### config.mk
export PLATFORM = sky130hd
export DESIGN_NAME = evt_irq_regs
export DESIGN_NICKNAME = d
export VERILOG_FILES = /design/src/rtl/evt_irq_pkg.sv /design/src/rtl/evt_irq_ctrl.sv /design/src/rtl/evt_irq_datapath.sv /design/src/rtl/evt_irq_regs.sv
export SDC_FILE = /design/constraint.sdc
export NUM_CORES = 1
export LEC_CHECK = 0
export BUFFER_PORTS_ARGS = -buffer_cell sky130_fd_sc_hd__buf_2
export CAP_MARGIN = 30
export CORE_ASPECT_RATIO = 1.5
export CORE_MARGIN = 10
export CORE_UTILIZATION = 40
export CTS_CLUSTER_SIZE = 25
export DETAILED_ROUTE_END_ITERATION = 10
export PLACE_DENSITY = 0.74
export SETUP_SLACK_MARGIN = 0.1
export SYNTH_ARGS = -nofsm -noshare
export SYNTH_HDL_FRONTEND = slang
export SYNTH_SLANG_ARGS = --single-unit
### constraint.sdc
create_clock -name clk -period 4.1 [get_ports clk]
set_input_delay 0.615 -clock clk [delete_from_list [all_inputs] [get_ports clk]]
set_output_delay 0.615 -clock clk [all_outputs]
set_load 0.02 [all_outputs]
### src/rtl/evt_irq_pkg.sv
package evt_irq_pkg;

  // Word index of each register (byte offset / 4)
  localparam int WIDX_ENABLE = 0;
  localparam int WIDX_RAW    = 1;
  localparam int WIDX_MASKED = 2;
  localparam int WIDX_CLEAR  = 3;
  localparam int WIDX_CONFIG = 4;

  // Bit position of the event-count field in the configuration word
  localparam int CFG_COUNT_LSB = 17;

  typedef enum logic [2:0] {
    SEL_ZERO,
    SEL_ENABLE,
    SEL_RAW,
    SEL_MASKED,
    SEL_CONFIG
  } rdSel_e;

  // Strobes from control to datapath
  typedef struct packed {
    logic   wrEnable;
    logic   wrClear;
    logic   rdStrobe;
    rdSel_e rdSel;
  } regStrobe_t;

endpackage

### src/rtl/evt_irq_ctrl.sv
module evt_irq_ctrl
  import evt_irq_pkg::*;
#(
  parameter int ADDR_W = 8
) (
  input  logic              busWrEn,
  input  logic              busRdEn,
  input  logic [ADDR_W-1:0] busAddr,
  output regStrobe_t        strobes
);

  localparam int WA_W = ADDR_W - 2;

  logic [WA_W-1:0] wordAddr;
  logic [1:0]      unusedByteBits;

  assign wordAddr       = busAddr[ADDR_W-1:2];
  assign unusedByteBits = busAddr[1:0];

  always_comb begin
    strobes          = '0;
    strobes.rdSel    = SEL_ZERO;
    strobes.rdStrobe = busRdEn;
    strobes.wrEnable = busWrEn && (wordAddr == WA_W'(WIDX_ENABLE));
    strobes.wrClear  = busWrEn && (wordAddr == WA_W'(WIDX_CLEAR));
    if (wordAddr == WA_W'(WIDX_ENABLE))      strobes.rdSel = SEL_ENABLE;
    else if (wordAddr == WA_W'(WIDX_RAW))    strobes.rdSel = SEL_RAW;
    else if (wordAddr == WA_W'(WIDX_MASKED)) strobes.rdSel = SEL_MASKED;
    else if (wordAddr == WA_W'(WIDX_CONFIG)) strobes.rdSel = SEL_CONFIG;
    else                                     strobes.rdSel = SEL_ZERO;
  end

endmodule

### src/rtl/evt_irq_datapath.sv
module evt_irq_datapath
  import evt_irq_pkg::*;
#(
  parameter int NUM_EVENTS = 8,
  parameter int DATA_W     = 32
) (
  input  logic                  clk,
  input  logic                  rstN,
  input  regStrobe_t            strobes,
  input  logic [DATA_W-1:0]     wrData,
  input  logic [NUM_EVENTS-1:0] evPulse,
  output logic [DATA_W-1:0]     rdData,
  output logic [NUM_EVENTS-1:0] irqOut
);

  localparam logic [4:0]        COUNT_FIELD = 5'(NUM_EVENTS - 1);
  localparam logic [DATA_W-1:0] CFG_WORD    = DATA_W'(COUNT_FIELD) << CFG_COUNT_LSB;

  logic [NUM_EVENTS-1:0] enableReg;
  logic [NUM_EVENTS-1:0] rawReg;
  logic [NUM_EVENTS-1:0] maskReg;
  logic [DATA_W-1:0]     rdNext;
  logic                  unusedWrBits;

  assign unusedWrBits = ^wrData;

  always_ff @(posedge clk) begin
    if (!rstN)                 enableReg <= '0;
    else if (strobes.wrEnable) enableReg <= wrData[NUM_EVENTS-1:0];
  end

  for (genvar g = 0; g < NUM_EVENTS; g++) begin : gBit
    logic clrBit;
    assign clrBit = strobes.wrClear & wrData[g] & enableReg[g];

    always_ff @(posedge clk) begin
      if (!rstN) begin
        rawReg[g]  <= 1'b0;
        maskReg[g] <= 1'b0;
      end else begin
        rawReg[g]  <= evPulse[g] | (rawReg[g] & ~clrBit);
        maskReg[g] <= (evPulse[g] & enableReg[g]) | (maskReg[g] & ~clrBit);
      end
    end

    assert_enabled_event_raises_irq_R4: assert property (@(posedge clk) disable iff (!rstN)
      (evPulse[g] && enableReg[g]) |=> irqOut[g]);
    assert_event_sets_raw_R3: assert property (@(posedge clk) disable iff (!rstN)
      evPulse[g] |=> rawReg[g]);
    assert_event_beats_clear_R7: assert property (@(posedge clk) disable iff (!rstN)
      (evPulse[g] && strobes.wrClear && wrData[g]) |=> (rawReg[g] && irqOut[g] == enableReg[g] | $past(maskReg[g] | enableReg[g])));
  end

  assign irqOut = maskReg;

  always_comb begin
    case (strobes.rdSel)
      SEL_ENABLE: rdNext = DATA_W'(enableReg);
      SEL_RAW:    rdNext = DATA_W'(rawReg);
      SEL_MASKED: rdNext = DATA_W'(maskReg);
      SEL_CONFIG: rdNext = CFG_WORD;
      default:    rdNext = '0;
    endcase
  end

  always_ff @(posedge clk) begin
    if (!rstN)                 rdData <= '0;
    else if (strobes.rdStrobe) rdData <= rdNext;
  end

  assert_enable_replaced_R2: assert property (@(posedge clk) disable iff (!rstN)
    strobes.wrEnable |=> (enableReg == $past(wrData[NUM_EVENTS-1:0])));
  assert_clear_drops_bits_R5: assert property (@(posedge clk) disable iff (!rstN)
    strobes.wrClear |=> ((rawReg & $past(wrData[NUM_EVENTS-1:0] & enableReg & ~evPulse)) == '0));
  assert_no_drop_without_clear_R5: assert property (@(posedge clk) disable iff (!rstN)
    !strobes.wrClear |=> (($past(rawReg) & ~rawReg) == '0));
  assert_masked_within_raw_R4: assert property (@(posedge clk) disable iff (!rstN)
    ((irqOut & ~rawReg) == '0));
  assert_zero_readback_R6: assert property (@(posedge clk) disable iff (!rstN)
    (strobes.rdStrobe && strobes.rdSel == SEL_ZERO) |=> (rdData == '0));
  assert_config_field_R8: assert property (@(posedge clk) disable iff (!rstN)
    (strobes.rdStrobe && strobes.rdSel == SEL_CONFIG) |=> (rdData[21:17] == COUNT_FIELD));

endmodule

### src/rtl/evt_irq_regs.sv
module evt_irq_regs
  import evt_irq_pkg::*;
#(
  parameter int NUM_EVENTS = 8,
  parameter int ADDR_W     = 8
) (
  input  logic                  clk,
  input  logic                  rstN,
  input  logic [NUM_EVENTS-1:0] evPulse,
  input  logic                  busWrEn,
  input  logic                  busRdEn,
  input  logic [ADDR_W-1:0]     busAddr,
  input  logic [31:0]           busWrData,
  output logic [31:0]           busRdData,
  output logic [NUM_EVENTS-1:0] irqOut
);

  localparam int DATA_W = 32;

  regStrobe_t strobes;

  evt_irq_ctrl #(.ADDR_W(ADDR_W)) i_ctrl (
    .busWrEn (busWrEn),
    .busRdEn (busRdEn),
    .busAddr (busAddr),
    .strobes (strobes)
  );

  evt_irq_datapath #(.NUM_EVENTS(NUM_EVENTS), .DATA_W(DATA_W)) i_datapath (
    .clk     (clk),
    .rstN    (rstN),
    .strobes (strobes),
    .wrData  (busWrData),
    .evPulse (evPulse),
    .rdData  (busRdData),
    .irqOut  (irqOut)
  );

endmodule

==> impl_metrics.xml <==
<?xml version="1.0" encoding="UTF-8"?>
<metrics>
  <group name="floorplanning">
    <metric name="rows" unit="">28</metric>
    <metric name="fp.dieH" unit="um">98.3</metric>
    <metric name="full_die_area" unit="mm2">0.00709</metric>
    <metric name="coreArea" unit="mm2">0.00396</metric>
    <metric name="pin_count" unit="">92</metric>
    <metric name="dieWidth" unit="um">72.2</metric>
    <metric name="initial_utilization" unit="">0.413</metric>
  </group>
  <group name="placement">
    <metric name="port_buffers" unit="">44</metric>
    <metric name="pre_cts_ws" unit="ps">1650</metric>
    <metric name="placed_area" unit="mm2">0.00177</metric>
    <metric name="dpl.hpwl" unit="mm">2.91</metric>
    <metric name="dpl.cell_count" unit="">261</metric>
    <metric name="finalWeightedCongestion" unit="">0.714</metric>
  </group>
  <group name="yosys">
    <metric name="postSynthRegisterBits" unit="">33</metric>
    <metric name="synth_flop_cell" unit="">dfxtp_1</metric>
    <metric name="synth_compound_area_frac" unit="">0.221</metric>
    <metric name="post_synth_fa_ha_maj_area_fraction" unit="">0</metric>
    <metric name="avgSynthCellArea" unit="um2">8.88</metric>
    <metric name="synth_top_family_by_area" unit="">compound AO/OA/AOI/OAI gates</metric>
    <metric name="synthTopCellsByCount" unit="">34 x nand2_1, 33 x dfxtp_1, 24 x buf_4</metric>
    <metric name="synth_simple_gate_area_share" unit="">0.136</metric>
    <metric name="muxShareOfSynthArea" unit="">0.0980</metric>
    <metric name="ys.warnings.count" unit="">0</metric>
    <metric name="synthesis.instances" unit="">184</metric>
    <metric name="synthArstFlopShare" unit="">0</metric>
    <metric name="synthTopCellsByArea" unit="">dfxtp_1 40%, buf_4 11%, mux2i_1 9.8%, nand2_1 7.8%, a32o_1 4.9%</metric>
    <metric name="synth-xor-area-share" unit="">0</metric>
    <metric name="synth_enable_flop_cells" unit="">0</metric>
    <metric name="synth_top_area_share" unit="">0.404</metric>
    <metric name="synth-seq-area-share" unit="">0.404</metric>
    <metric name="yosys.cell_count.top_type" unit="">nand2_1</metric>
    <metric name="synth_area_leader_cell" unit="">dfxtp_1</metric>
    <metric name="area_of_the_mapped_netlist" unit="mm2">0.00163</metric>
    <metric name="yosys.cell_types.count" unit="">25</metric>
  </group>
  <group name="sta">
    <metric name="finalCriticalPeriod" unit="ps">2120</metric>
    <metric name="slew_violations" unit="">0</metric>
    <metric name="setup_total_negative_slack" unit="ps">0</metric>
    <metric name="timing.max_slew.rel_slack" unit="">0.451</metric>
    <metric name="fin_skew" unit="ps">3.16</metric>
    <metric name="maximum_clock_rate" unit="MHz">471</metric>
    <metric name="final.period_utilization" unit="">0.518</metric>
    <metric name="final_critical_path_setup_slack" unit="ps">1980</metric>
    <metric name="hold-worst-slack" unit="ps">492</metric>
    <metric name="report.final.hold_viol_count" unit="">0</metric>
    <metric name="unrepaired_setup_endpoints_after_global_routing" unit="">no</metric>
    <metric name="worst-slew-pin-transition" unit="ps">820</metric>
    <metric name="setup_viol" unit="">0</metric>
  </group>
  <group name="global_route">
    <metric name="total_gr_overflow" unit="">0</metric>
    <metric name="grt_max_degree" unit="">43</metric>
    <metric name="grt_util_all_layers" unit="">0.106</metric>
    <metric name="antenna_found_initial" unit="">0</metric>
    <metric name="global_route_wire_length_before_repair" unit="mm">6.20</metric>
    <metric name="number_of_global_route_vias_before_repair" unit="">1310</metric>
  </group>
  <group name="final_layout">
    <metric name="area_growth" unit="%">14.8</metric>
    <metric name="post_layout_nonfiller_instances" unit="">269</metric>
    <metric name="design_area" unit="mm2">0.00188</metric>
    <metric name="fillerInstances" unit="">411</metric>
    <metric name="final_nets" unit="">275</metric>
    <metric name="final_layout_size_suffix_gt1_frac" unit="">0.250</metric>
    <metric name="multi_input_comb_area" unit="um2">822</metric>
    <metric name="utilization" unit="">0.474</metric>
    <metric name="regArea" unit="um2">661</metric>
    <metric name="antennaDiodeCount" unit="">0</metric>
  </group>
  <group name="clock_network">
    <metric name="cts_hold_repair.buffers" unit="">0</metric>
    <metric name="cts_tree" unit="">yes</metric>
    <metric name="cts-buffers-inserted" unit="">5</metric>
    <metric name="worst_skew_pair.late_latency" unit="ps">280</metric>
    <metric name="cts_setup_buffers" unit="">0</metric>
    <metric name="clock_tree.buffer_depth" unit="">2</metric>
    <metric name="clock-sinks" unit="">33</metric>
    <metric name="h-tree-depth" unit="">2</metric>
    <metric name="clock-root-buffer" unit="">clkbuf_8</metric>
    <metric name="clock_transition_time_at_the_flip_flop_clock_pins_of_the_worst_setup_and_hold_paths" unit="ps">60</metric>
    <metric name="cts_repair_resize_count" unit="">0</metric>
  </group>
  <group name="critical_path">
    <metric name="worst-endpoint-required" unit="ps">4300</metric>
    <metric name="startpoint_type" unit="">primary input</metric>
    <metric name="cp_endpoint_kind" unit="">flip-flop</metric>
    <metric name="critical_path_peak_fanout" unit="">8</metric>
    <metric name="critPathArrivalTime" unit="ps">2330</metric>
    <metric name="worstSetupPathType" unit="">in2reg</metric>
  </group>
  <group name="route">
    <metric name="num_vias" unit="">1341</metric>
    <metric name="detail_route.iter0.violations" unit="">40</metric>
    <metric name="postRouteAntennaNets" unit="">0</metric>
    <metric name="drt_drc_violations_left" unit="">0</metric>
    <metric name="detail_route.vias_per_cell" unit="">4.99</metric>
    <metric name="drt-pass1-iter-count" unit="">4</metric>
    <metric name="wl" unit="mm">3.88</metric>
    <metric name="route.detailed.wl_per_inst" unit="um">14.4</metric>
  </group>
  <group name="pwr">
    <metric name="cell_internal_pwr" unit="mW">0.497</metric>
    <metric name="clock_power_share" unit="">0.399</metric>
    <metric name="total_power" unit="mW">0.657</metric>
    <metric name="switchingPower" unit="mW">0.160</metric>
    <metric name="seqPwrFrac" unit="">0.502</metric>
    <metric name="power.leakage" unit="nW">0.879</metric>
    <metric name="peak_vdd_ir" unit="mV">0.225</metric>
    <metric name="switching_share" unit="">0.244</metric>
    <metric name="power.combinational.fraction" unit="">0.099</metric>
    <metric name="p_per_area" unit="mW/mm2">350</metric>
  </group>
  <group name="min_path">
    <metric name="min-delay-path-class" unit="">reg2reg</metric>
  </group>
  <group name="outcome">
    <metric name="status" unit="">completed</metric>
  </group>
  <group name="job">
    <metric name="maxCapViolations" unit="">0</metric>
  </group>
</metrics>
sequential cells by signal, summed over array words and instances (netlist names):
register	count
i_datapath.rdData	9
i_datapath.enableReg	8
i_datapath.irqOut	8
i_datapath.rawReg	8
power by group through the flow:
| stage | logic [mW] | registers (mW) | clock network, mW |
|---|---|---|---|
| finish | 0.0649 | 0.330 | 0.262 |
| global route | 0.0717 | 0.331 | 0.286 |
| CTS | 0.0645 | 0.330 | 0.273 |
| detailed placement | 0.0645 | 0.337 | 0 |
| global placement | 0.0634 | 0.337 | 0 |
| floorplan | 0.0582 | 0.337 | 0 |
kinds of logic after synthesis:
kind of cell	after synthesis
mux	16
simple gates	50
buf+inv	34
other cells	1
compound gates	50
flops	33
layer usage:
metal  vias up  part of all wire  GRT usage
li1        677                 -          -
met1       606              0.39      0.110
met2        54              0.47      0.167
met3         4              0.12     0.0588
met4         0             0.012     0.0493
met5         -                 0          0
placed cells by master, fill, tap and decap left out:
cell type,netlist,layout
buf_2,1,44
nand2_1,34,34
dfxtp_1,33,33
conb_1,1,21
mux2i_1,16,16
a21oi_1,15,15
nor2_1,10,10
o2bb2ai_1,8,8
a32o_1,8,8
o21ai_0,8,8
a21o_1,7,7
clkbuf_8,0,7
a21boi_0,2,2
clkinv_1,1,1
nor2b_1,1,1
or4_4,1,1
a211oi_4,1,1
nor4b_4,1,1
nand3_1,1,1
nor3_1,1,1
nand4_1,1,1
o31ai_1,1,1
clkinv_2,0,1
buf_6,1,1
path summary, 6_finish.rpt:
kind / start / to / slack (ps) / cells past startpoint
hold reg to reg: i_datapath.enableReg[1]$_SDFFE_PN0P_ / i_datapath.enableReg[1]$_SDFFE_PN0P_ / 490 / 2
setup reg to reg: i_datapath.enableReg[4]$_SDFFE_PN0P_ / i_datapath.rdData[4]$_SDFFE_PN0P_ / 3210 / 3
hold / removal: i_datapath.enableReg[1]$_SDFFE_PN0P_ / i_datapath.enableReg[1]$_SDFFE_PN0P_ / 490 / 2
setup / recovery: busAddr[5] / i_datapath.enableReg[0]$_SDFFE_PN0P_ / 1980 / 4
worst max-delay path: stages:
cell and delay [ps]:
buf_2 110, or4_4 580, nor4b_4 760, mux2i_1 260
final cells by class:
cell class,count,share of cell area
clock inverters,1,0.00267
flip-flops and latches,33,0.352
repair buffers,45,0.123
clock buffers,7,0.0514
well taps,45,0.0300
inverters,1,0.00200
multi-input cells,137,0.438
No activity file was read; power rests on OpenSTA's default activity.
